### src/rtl/cot_pkg.sv
package cot_pkg;

    typedef enum logic [2:0] {
        ST_IDLE   = 3'd0,
        ST_CHARGE = 3'd1,
        ST_BLANK  = 3'd2,
        ST_OCOFF  = 3'd3,
        ST_WAIT   = 3'd4
    } cot_state_e;

    localparam int FLAG_N = 7;
    localparam int F_OL   = 0;
    localparam int F_OVC  = 1;
    localparam int F_CUR  = 2;
    localparam int F_UVLO = 3;
    localparam int F_TSD  = 4;
    localparam int F_ZC   = 5;
    localparam int F_BATT = 6;

endpackage

### src/rtl/cot_sync.sv
module cot_sync #(
    parameter int WIDTH  = 1,
    parameter int STAGES = 2
) (
    input  logic             clk,
    input  logic             rst_n,
    input  logic [WIDTH-1:0] d_i,
    output logic [WIDTH-1:0] q_o
);

    logic [STAGES-1:0][WIDTH-1:0] stg_q;

    generate
        if (STAGES == 1) begin : g_single
            always_ff @(posedge clk or negedge rst_n) begin
                if (!rst_n) stg_q <= '0;
                else        stg_q <= d_i;
            end
        end else begin : g_chain
            always_ff @(posedge clk or negedge rst_n) begin
                if (!rst_n) stg_q <= '0;
                else        stg_q <= {stg_q[STAGES-2:0], d_i};
            end
        end
    endgenerate

    assign q_o = stg_q[STAGES-1];

endmodule

### src/rtl/cot_core.sv
module cot_core
    import cot_pkg::*;
#(
    parameter int CNT_W = 8
) (
    input  logic             clk,
    input  logic             rst_n,
    input  logic             ol_i,
    input  logic             ovc_i,
    input  logic             cur_i,
    input  logic             uvlo_i,
    input  logic             tsd_i,
    input  logic             zc_i,
    input  logic             batt_i,
    input  logic [CNT_W-1:0] ton_i,
    input  logic [CNT_W-1:0] blank_i,
    input  logic [CNT_W-1:0] ocoff_i,
    input  logic [CNT_W-1:0] dead_i,
    output logic             hs_o,
    output logic             ls_o,
    output logic             batt_o,
    output logic [2:0]       mode_o
);

    typedef struct packed {
        cot_state_e       st;
        logic [CNT_W-1:0] cnt;
        logic [CNT_W-1:0] dt;
        logic             ls_act;
        logic             gate_prev;
    } core_regs_t;

    core_regs_t r_d, r_q;

    logic lock, ovc_eff, gate, start, discharging;

    assign lock        = uvlo_i | tsd_i;
    assign ovc_eff     = ovc_i & cur_i;
    assign gate        = ol_i & (r_q.st == ST_WAIT) & ~ovc_eff;
    assign start       = gate & ~r_q.gate_prev;
    assign discharging = (r_q.st == ST_BLANK) || (r_q.st == ST_OCOFF) || (r_q.st == ST_WAIT);

    always_comb begin
        r_d           = r_q;
        r_d.gate_prev = gate;
        if (r_q.dt  != '0) r_d.dt  = r_q.dt - 1'b1;
        if (r_q.cnt != '0) r_d.cnt = r_q.cnt - 1'b1;
        if (zc_i && discharging) r_d.ls_act = 1'b0;

        if (lock) begin
            r_d.st     = ST_IDLE;
            r_d.cnt    = '0;
            r_d.dt     = '0;
            r_d.ls_act = 1'b0;
        end else begin
            unique case (r_q.st)
                ST_IDLE: begin
                    r_d.st     = ST_WAIT;
                    r_d.ls_act = 1'b0;
                end
                ST_WAIT: begin
                    if (start) begin
                        r_d.st  = ST_CHARGE;
                        r_d.cnt = ton_i;
                        r_d.dt  = dead_i;
                    end
                end
                ST_CHARGE: begin
                    if (ovc_eff) begin
                        r_d.st     = ST_OCOFF;
                        r_d.cnt    = ocoff_i;
                        r_d.dt     = dead_i;
                        r_d.ls_act = 1'b1;
                    end else if (r_q.cnt == '0 && !ol_i) begin
                        r_d.st     = ST_BLANK;
                        r_d.cnt    = blank_i;
                        r_d.dt     = dead_i;
                        r_d.ls_act = 1'b1;
                    end
                end
                ST_BLANK, ST_OCOFF: begin
                    if (r_q.cnt == '0) r_d.st = ST_WAIT;
                end
                default: r_d.st = ST_IDLE;
            endcase
        end
    end

    always_ff @(posedge clk or negedge rst_n) begin
        if (!rst_n) begin
            r_q.st        <= ST_IDLE;
            r_q.cnt       <= '0;
            r_q.dt        <= '0;
            r_q.ls_act    <= 1'b0;
            r_q.gate_prev <= 1'b0;
        end else begin
            r_q <= r_d;
        end
    end

    assign hs_o   = (r_q.st == ST_CHARGE) && (r_q.dt == '0);
    assign ls_o   = discharging && r_q.ls_act && (r_q.dt == '0);
    assign batt_o = batt_i & ~lock;
    assign mode_o = r_q.st;

    // switches exclusive
    a_r10_exclusive: assert property (@(posedge clk) disable iff (!rst_n)
        !(hs_o && ls_o));

    // lockout forces idle
    a_r8_lock_idle: assert property (@(posedge clk) disable iff (!rst_n)
        lock |=> (r_q.st == ST_IDLE));

    // effective over-current ends charge
    a_r6_ocoff_entry: assert property (@(posedge clk) disable iff (!rst_n)
        (r_q.st == ST_CHARGE && ovc_eff && !lock) |=> (r_q.st == ST_OCOFF));

    // minimum on-time honoured
    a_r3_min_on: assert property (@(posedge clk) disable iff (!rst_n)
        (r_q.st == ST_CHARGE && r_q.cnt != '0 && !ovc_eff && !lock) |=> (r_q.st == ST_CHARGE));

    // output still low keeps charging
    a_r4_hold: assert property (@(posedge clk) disable iff (!rst_n)
        (r_q.st == ST_CHARGE && ol_i && !ovc_eff && !lock) |=> (r_q.st == ST_CHARGE));

    // over-current masked while current-above is low
    a_r7_gated: assert property (@(posedge clk) disable iff (!rst_n)
        (r_q.st == ST_CHARGE && ovc_i && !cur_i && !lock) |=> (r_q.st != ST_OCOFF));

    // blanking never starts a charge
    a_r5_blank_no_start: assert property (@(posedge clk) disable iff (!rst_n)
        (r_q.st == ST_BLANK) |=> (r_q.st != ST_CHARGE));

    // zero current releases the low side
    a_r11_zero_release: assert property (@(posedge clk) disable iff (!rst_n)
        (ls_o && zc_i) |=> !ls_o);

endmodule

### src/rtl/cot_buck_seq.sv
module cot_buck_seq
    import cot_pkg::*;
#(
    parameter int CNT_W     = 8,
    parameter int SYNC_STGS = 2
) (
    input  logic             clk,
    input  logic             rst_n,
    input  logic             out_low_i,
    input  logic             ovc_i,
    input  logic             cur_above_i,
    input  logic             uvlo_i,
    input  logic             tsd_i,
    input  logic             zero_cur_i,
    input  logic             batt_low_i,
    input  logic [CNT_W-1:0] ton_cyc_i,
    input  logic [CNT_W-1:0] blank_cyc_i,
    input  logic [CNT_W-1:0] ocoff_cyc_i,
    input  logic [CNT_W-1:0] dead_cyc_i,
    output logic             hs_en_o,
    output logic             ls_en_o,
    output logic             batt_low_o,
    output logic [2:0]       mode_o
);

    logic [FLAG_N-1:0] raw_flags, syn_flags;

    assign raw_flags[F_OL]   = out_low_i;
    assign raw_flags[F_OVC]  = ovc_i;
    assign raw_flags[F_CUR]  = cur_above_i;
    assign raw_flags[F_UVLO] = uvlo_i;
    assign raw_flags[F_TSD]  = tsd_i;
    assign raw_flags[F_ZC]   = zero_cur_i;
    assign raw_flags[F_BATT] = batt_low_i;

    cot_sync #(.WIDTH(FLAG_N), .STAGES(SYNC_STGS)) i_sync (
        .clk   (clk),
        .rst_n (rst_n),
        .d_i   (raw_flags),
        .q_o   (syn_flags)
    );

    cot_core #(.CNT_W(CNT_W)) i_core (
        .clk     (clk),
        .rst_n   (rst_n),
        .ol_i    (syn_flags[F_OL]),
        .ovc_i   (syn_flags[F_OVC]),
        .cur_i   (syn_flags[F_CUR]),
        .uvlo_i  (syn_flags[F_UVLO]),
        .tsd_i   (syn_flags[F_TSD]),
        .zc_i    (syn_flags[F_ZC]),
        .batt_i  (syn_flags[F_BATT]),
        .ton_i   (ton_cyc_i),
        .blank_i (blank_cyc_i),
        .ocoff_i (ocoff_cyc_i),
        .dead_i  (dead_cyc_i),
        .hs_o    (hs_en_o),
        .ls_o    (ls_en_o),
        .batt_o  (batt_low_o),
        .mode_o  (mode_o)
    );

endmodule

### config.mk
export PLATFORM = sky130hd
export DESIGN_NAME = cot_buck_seq
export DESIGN_NICKNAME = d
export VERILOG_FILES = /design/src/rtl/cot_pkg.sv /design/src/rtl/cot_sync.sv /design/src/rtl/cot_core.sv /design/src/rtl/cot_buck_seq.sv
export SDC_FILE = /design/constraint.sdc
export NUM_CORES = 1
export LEC_CHECK = 0
export BUFFER_PORTS_ARGS = -buffer_cell sky130_fd_sc_hd__buf_2
export CAP_MARGIN = 20
export CORE_ASPECT_RATIO = 0.6
export CORE_MARGIN = 2
export CORE_UTILIZATION = 58
export DETAILED_ROUTE_END_ITERATION = 6
export PLACE_DENSITY = 0.85
export SYNTH_ARGS = -nofsm -noshare
export SYNTH_HDL_FRONTEND = slang
export SYNTH_SLANG_ARGS = --single-unit
### constraint.sdc
create_clock -name clk -period 5.72 [get_ports clk]
set_clock_uncertainty 0.05 [all_clocks]
set_input_delay 0.286 -clock clk [delete_from_list [all_inputs] [get_ports clk]]
set_output_delay 0.286 -clock clk [all_outputs]
set_load 0.01 [all_outputs]
### Word level (Yosys, flattened, before mapping)

Index checks and enable logic that the tools add are counted.

* bits in registers: 35
* input bits: 41
* output and inout port bits: 6

* add/subtract/negate cells: 2
* equality and inequality tests: 7
* mux-type cells: 11
* bitwise gates (word level): 9
* reductions and logical operators: 15

Operators with widths (count)
* two-way mux 20 bit: 3
* case mux 16 bit (2 select lines): 1
* two-way mux 19 bit: 1
* zero test 8 bit: 2
* two-way mux 8 bit: 2
* nonzero test 8 bit: 2
* subtractor 8 x 1 -> 8 bit, second input constant: 2
* case mux 3 bit (4 select lines): 1
* == test 3 x 2 -> 1 bit, second input constant: 2
* inequality test 3 x 1 -> 1 bit, second input constant: 2
* bitwise AND 1 bit: 5
* logical AND 1 bit: 5
* inequality test 4 x 1 -> 1 bit, second input constant: 1
* == test 3 x 1 -> 1 bit, second input constant: 1
* == test 3 bit, second input constant: 1
* zero test 3 bit: 1
* two-way mux 3 bit: 1
* inverter 1 bit: 3
* AND reduction 3 bit: 1
* logical OR 1 bit: 2
* case mux 1 bit (2 select lines): 1
* OR reduction 2 bit: 1
* zero test 1 bit: 1
* two-way mux 1 bit: 1
* bitwise OR 1 bit: 1

### Depth between registers and ports, before layout

* depth after elaboration: 9
* depth in mapped cells: 8
* gate-level depth less buffers: 7

### Hierarchy

From an unflattened synthesis, not the netlist that was laid out.

* cells, all modules: 214
* area total of the unflattened synthesis: 2004.4 um2

Modules (own cells, without submodules)
* cot_core: instances 1, cells each 193, area each 1601.5 um2
* cot_sync: instances 1, cells each 21, area each 402.9 um2

### Least setup slack after synthesis

Ideal clock, no wire load.

* path type: register to register
* from: register i_core.r_q[13] in the netlist's numbering
* to: register i_core.r_q[17] in the netlist's numbering
* library setup time: 0.125 ns
* data arrival time: 1.809 ns
* path slack: 3.736 ns
* cell stages (with the launch flop): 6
* buffers on the path: 0
* path through: dfrtp_1 > or4_4 > nor4_1 > mux2_2 > a221oi_1 > o21ai_2

RTL lines
* start: declaration: RTL line cot_core.sv:33 `core_regs_t r_d, r_q;`
* start signal: assignment: RTL line cot_core.sv:97 `r_q <= r_d;`

### Worst setup path in the final report

* from: register i_core.r_q[2] in the netlist's numbering
* to: output port ls_en_o

* longest elaborated chain between the ends: 2

RTL lines
* zero test 8 bit: RTL line cot_core.sv:102 `assign ls_o = discharging && r_q.ls_act && (r_q.dt == '0);`
* logical AND 1 bit: RTL line cot_core.sv:102
* end: declaration: RTL line cot_buck_seq.sv:21 `output logic ls_en_o,`

Every way passes these cells.

==> metrics.txt <==
# TYPE chip_impl_metric gauge
chip_impl_metric{name="fin_worst_hold_slack",unit="ps"} 4.05
chip_impl_metric{name="routed-via-count",unit=""} 1958
chip_impl_metric{name="nNetsFinal",unit=""} 305
chip_impl_metric{name="finalHoldViolCount",unit=""} 0
chip_impl_metric{name="ys.warnings.count",unit=""} 0
chip_impl_metric{name="synth_edf_count",unit=""} 0
chip_impl_metric{name="detail_route.first_pass.iterations",unit=""} 7
chip_impl_metric{name="drt_first_iter_violations",unit=""} 226
chip_impl_metric{name="met2_length",unit="mm"} 2.20
chip_impl_metric{name="first_global_vias",unit=""} 1803
chip_impl_metric{name="dieWidth",unit="µm"} 82.2
chip_impl_metric{name="floorplan.die.height",unit="µm"} 50.9
chip_impl_metric{name="route.layer.met1.wl",unit="mm"} 2.34
chip_impl_info{name="critPathCaptureType",value="output port"} 1
chip_impl_metric{name="grtUsageTotal",unit="%"} 28.0
chip_impl_metric{name="portBuffers",unit=""} 46
chip_impl_metric{name="area_delta_synth_final",unit="%"} 14.8
chip_impl_metric{name="timing.reg2reg.setup_slack",unit="ps"} 3350
chip_impl_metric{name="num_io_pins",unit=""} 47
chip_impl_metric{name="postSynthRegisterBits",unit=""} 35
chip_impl_metric{name="cap_viol_max_count",unit=""} 0
chip_impl_metric{name="final.setup.tns",unit="ps"} 0
chip_impl_metric{name="grt_first_pass_wirelength",unit="mm"} 8.61
chip_impl_info{name="postSynth.topFlopCell",value="sky130_fd_sc_hd__dfrtp_1"} 1
chip_impl_metric{name="clock_tree.htree_level_count",unit=""} 2
chip_impl_metric{name="row_count",unit=""} 16
chip_impl_info{name="tritoncts",value="yes"} 1
chip_impl_metric{name="setup-violations-final",unit=""} 0
chip_impl_metric{name="fillerInstances",unit=""} 259
chip_impl_metric{name="core_area",unit="µm²"} 3380
chip_impl_metric{name="fin_crit",unit="ps"} 2430
chip_impl_metric{name="cts.reportedPaths.clkPinSlew",unit="ps"} 70
chip_impl_metric{name="post_synth_instance_area",unit="µm²"} 2130
chip_impl_metric{name="ff2ff_path_depth",unit=""} 7
chip_impl_metric{name="final-max-slew-violation-count",unit=""} 0
chip_impl_metric{name="gate_count_after_technology_mapping",unit=""} 220
chip_impl_metric{name="seq_area_frac_synth",unit="%"} 41.1
chip_impl_info{name="maxUsedRoutingLayer",value="met4"} 1
chip_impl_metric{name="period_share",unit="%"} 42.4
chip_impl_info{name="crit_type",value="reg2out"} 1
chip_impl_info{name="r2r-end",value="i_core.r_q[8]"} 1
chip_impl_metric{name="synthDistinctLibCells",unit=""} 61
chip_impl_metric{name="route.antenna.remaining_nets",unit=""} 0
chip_impl_metric{name="detail_route.vias_per_cell",unit=""} 6.38
chip_impl_info{name="critical_path.cell_chain",value="inv_1 > ha_1 > nor4b_1 > nand2b_1 > nor2_1 > buf_2"} 1
chip_impl_metric{name="cp_data_required_time",unit="ps"} 5380
chip_impl_info{name="cp-start-kind",value="flop"} 1
chip_impl_metric{name="arrival",unit="ps"} 2090
chip_impl_info{name="cp-startpoint",value="i_core.r_q[2]"} 1
chip_impl_metric{name="clk_latency",unit="ps"} 290
chip_impl_metric{name="asyncSetResetFlopFracSynth",unit="%"} 100
chip_impl_metric{name="globalplace.congestion",unit=""} 0.922
chip_impl_metric{name="highest_achievable_clock_rate",unit="MHz"} 412
chip_impl_metric{name="gr-total-overflow",unit=""} 0
chip_impl_metric{name="floorplan.initialDensity",unit="%"} 62.9
chip_impl_metric{name="post_drt_wl_per_cell",unit="µm"} 17.4
chip_impl_metric{name="max-vdd-ir-drop",unit="mV"} 0.317
chip_impl_metric{name="met3_wirelength_from_detailed_routing",unit="µm"} 683
chip_impl_metric{name="grt_antenna_before_repair",unit=""} 0
chip_impl_info{name="rsz0062_at_grt",value="false"} 1
chip_impl_metric{name="grt_start_max_net_pins",unit=""} 36
chip_impl_info{name="worstSetupEndpoint",value="ls_en_o"} 1
chip_impl_metric{name="postCtsSetupRepairBufs",unit=""} 0
chip_impl_metric{name="synth_area_per_cell",unit="µm²"} 9.68
chip_impl_metric{name="totalWireLength",unit="mm"} 5.34
chip_impl_metric{name="timing.slew.headroom",unit="%"} 51.1
chip_impl_metric{name="antenna-diode-count",unit=""} 0
chip_impl_info{name="cp_slowest_cell",value="sky130_fd_sc_hd__nor4b_1"} 1
chip_impl_info{name="crit-reg2reg-launch",value="i_core.r_q[10]"} 1
chip_impl_metric{name="timing.critical_path.fanout_max",unit=""} 8
chip_impl_metric{name="postLayoutCoreUtil",unit="%"} 72.3
chip_impl_metric{name="cts_inserted_buffers",unit=""} 5
chip_impl_metric{name="cpPeakStageDelay",unit="ps"} 450
chip_impl_metric{name="power-per-cell-area",unit="nW/µm²"} 501
chip_impl_metric{name="cts_resized",unit=""} 0
chip_impl_metric{name="tightestPinTransition",unit="ps"} 733
chip_impl_info{name="clk_root_buffer_cell",value="sky130_fd_sc_hd__clkbuf_8"} 1
chip_impl_metric{name="post-route-drc-count",unit=""} 0
chip_impl_metric{name="floorplan.die_area",unit="µm²"} 4190
chip_impl_metric{name="drive_above_1_share",unit="%"} 33.2
chip_impl_info{name="hold_class",value="in2async"} 1
chip_impl_metric{name="tritoncts_num_sinks",unit=""} 35
chip_impl_metric{name="hpwl",unit="mm"} 3.99
chip_impl_info{name="status",value="finished, final reports clean"} 1
chip_impl_metric{name="number_of_nets_in_the_synthesized_netlist",unit=""} 264
chip_impl_metric{name="clock_tree.buffer_depth",unit=""} 2
chip_impl_metric{name="power.leakage",unit="µW"} 0.00109
chip_impl_metric{name="cts_hold_buf",unit=""} 0
[cell usage after synthesis, drive strengths merged (4+ instances only)]
cell type / number / area [µm²]
xor2: 4 / 35.0
nand2: 16 / 60.1
inv: 7 / 26.3
or3: 5 / 31.3
a31oi: 7 / 43.8
nor3: 6 / 41.3
nand3: 14 / 110
o21ai: 14 / 73.8
nor2: 23 / 88.8
a21oi: 13 / 95.1
dfrtp: 35 / 876
buf: 10 / 83.8
a22oi: 4 / 30.0
[cell type report]
| class | count | area [µm²] | share of cell area [%] |
|---|---|---|---|
| tap | 45 | 56.3 | 2.30 |
| clock buffer | 5 | 68.8 | 2.81 |
| clock inverter | 3 | 43.8 | 1.79 |
| multi-input combinational | 165 | 1130 | 46.3 |
| timing repair buffer | 47 | 241 | 9.88 |
| sequential | 35 | 876 | 35.8 |
| inverter | 7 | 26.3 | 1.07 |
[metal layers]
metal | global-route usage [%] | vias up
met5 | 0 | -
met2 | 36.8 | 141
li1 | - | 882
met1 | 42.4 | 912
met4 | 8.89 | 0
met3 | 9.89 | 23
[worst max-delay path, delay by kind of cell, from the launching register on]
kind	cells	cell delay, ps
buf+inv	2	260
fa+ha+maj	1	200
simple gates	3	960
flops	1	380
[worst min path at each step]
stage	startpoint	endpoint
after floorplan	rst_n	i_core.mode_o[0]
after global placement	i_sync.stg_q[6]	i_sync.q_o[6]
after detailed placement	i_sync.stg_q[2]	i_sync.q_o[2]
after CTS	rst_n	i_core.r_q[9]
after global routing	batt_low_i	i_sync.stg_q[6]
final	rst_n	i_core.r_q[9]
[flip-flops by register name (all words and copies together), names as in the netlist]
name,count
i_sync.q_o,7
i_core.r_q,18
i_core.mode_o,3
i_sync.stg_q,7
[cell families (layout without fill, tap and decap cells)]
group	after synthesis	after routing	synth area share, %
compound gates	59	59	19.8
xor+xnor	7	7	2.88
fa+ha+maj	3	3	1.76
buf+inv	20	62	5.70
flops	35	35	41.1
mux	5	5	2.53
simple gates	91	91	26.2
[through the flow]
stage / area [µm²] / setup slack (ps) / std cells / power [µW]
finish: 2440 / 3290 / 307 / 1220
global route: 2440 / 3210 / 307 / 1300
CTS: 2430 / 3160 / 306 / 1200
detailed placement: 2320 / 3180 / 298 / 979
global placement: 2320 / 3300 / 298 / 961
floorplan: 2130 / 3740 / 220 / 841
[cells in the final DEF (no fill, tap or decap), types with 2 or more instances in the layout]
cell type,count
sky130_fd_sc_hd__a21oi_1,5
sky130_fd_sc_hd__a21oi_2,8
sky130_fd_sc_hd__a221oi_1,3
sky130_fd_sc_hd__a22oi_1,4
sky130_fd_sc_hd__a31oi_1,7
sky130_fd_sc_hd__and2_1,2
sky130_fd_sc_hd__and3_1,3
sky130_fd_sc_hd__buf_2,46
sky130_fd_sc_hd__clkbuf_8,5
sky130_fd_sc_hd__dfrtp_1,35
sky130_fd_sc_hd__ha_1,3
sky130_fd_sc_hd__inv_1,7
sky130_fd_sc_hd__mux2_2,3
sky130_fd_sc_hd__mux2i_1,2
sky130_fd_sc_hd__nand2_1,16
sky130_fd_sc_hd__nand2b_1,3
sky130_fd_sc_hd__nand3_1,6
sky130_fd_sc_hd__nand3_2,8
sky130_fd_sc_hd__nor2_1,22
sky130_fd_sc_hd__nor2b_1,2
sky130_fd_sc_hd__nor3_1,5
sky130_fd_sc_hd__nor3b_1,2
sky130_fd_sc_hd__nor4_1,2
sky130_fd_sc_hd__nor4b_1,2
sky130_fd_sc_hd__o21ai_0,10
sky130_fd_sc_hd__o21ai_1,3
sky130_fd_sc_hd__o22ai_1,2
sky130_fd_sc_hd__o31ai_1,2
sky130_fd_sc_hd__or3_1,5
sky130_fd_sc_hd__or4_4,2
sky130_fd_sc_hd__xnor2_1,3
sky130_fd_sc_hd__xor2_1,4
[report_power, final]
part | total [µW] | switching (µW) | internal (µW)
sequential | 338 | 48.9 | 289
clock | 220 | 90.3 | 130
combinational | 666 | 387 | 279
No activity file was read; power rests on OpenSTA's default activity.
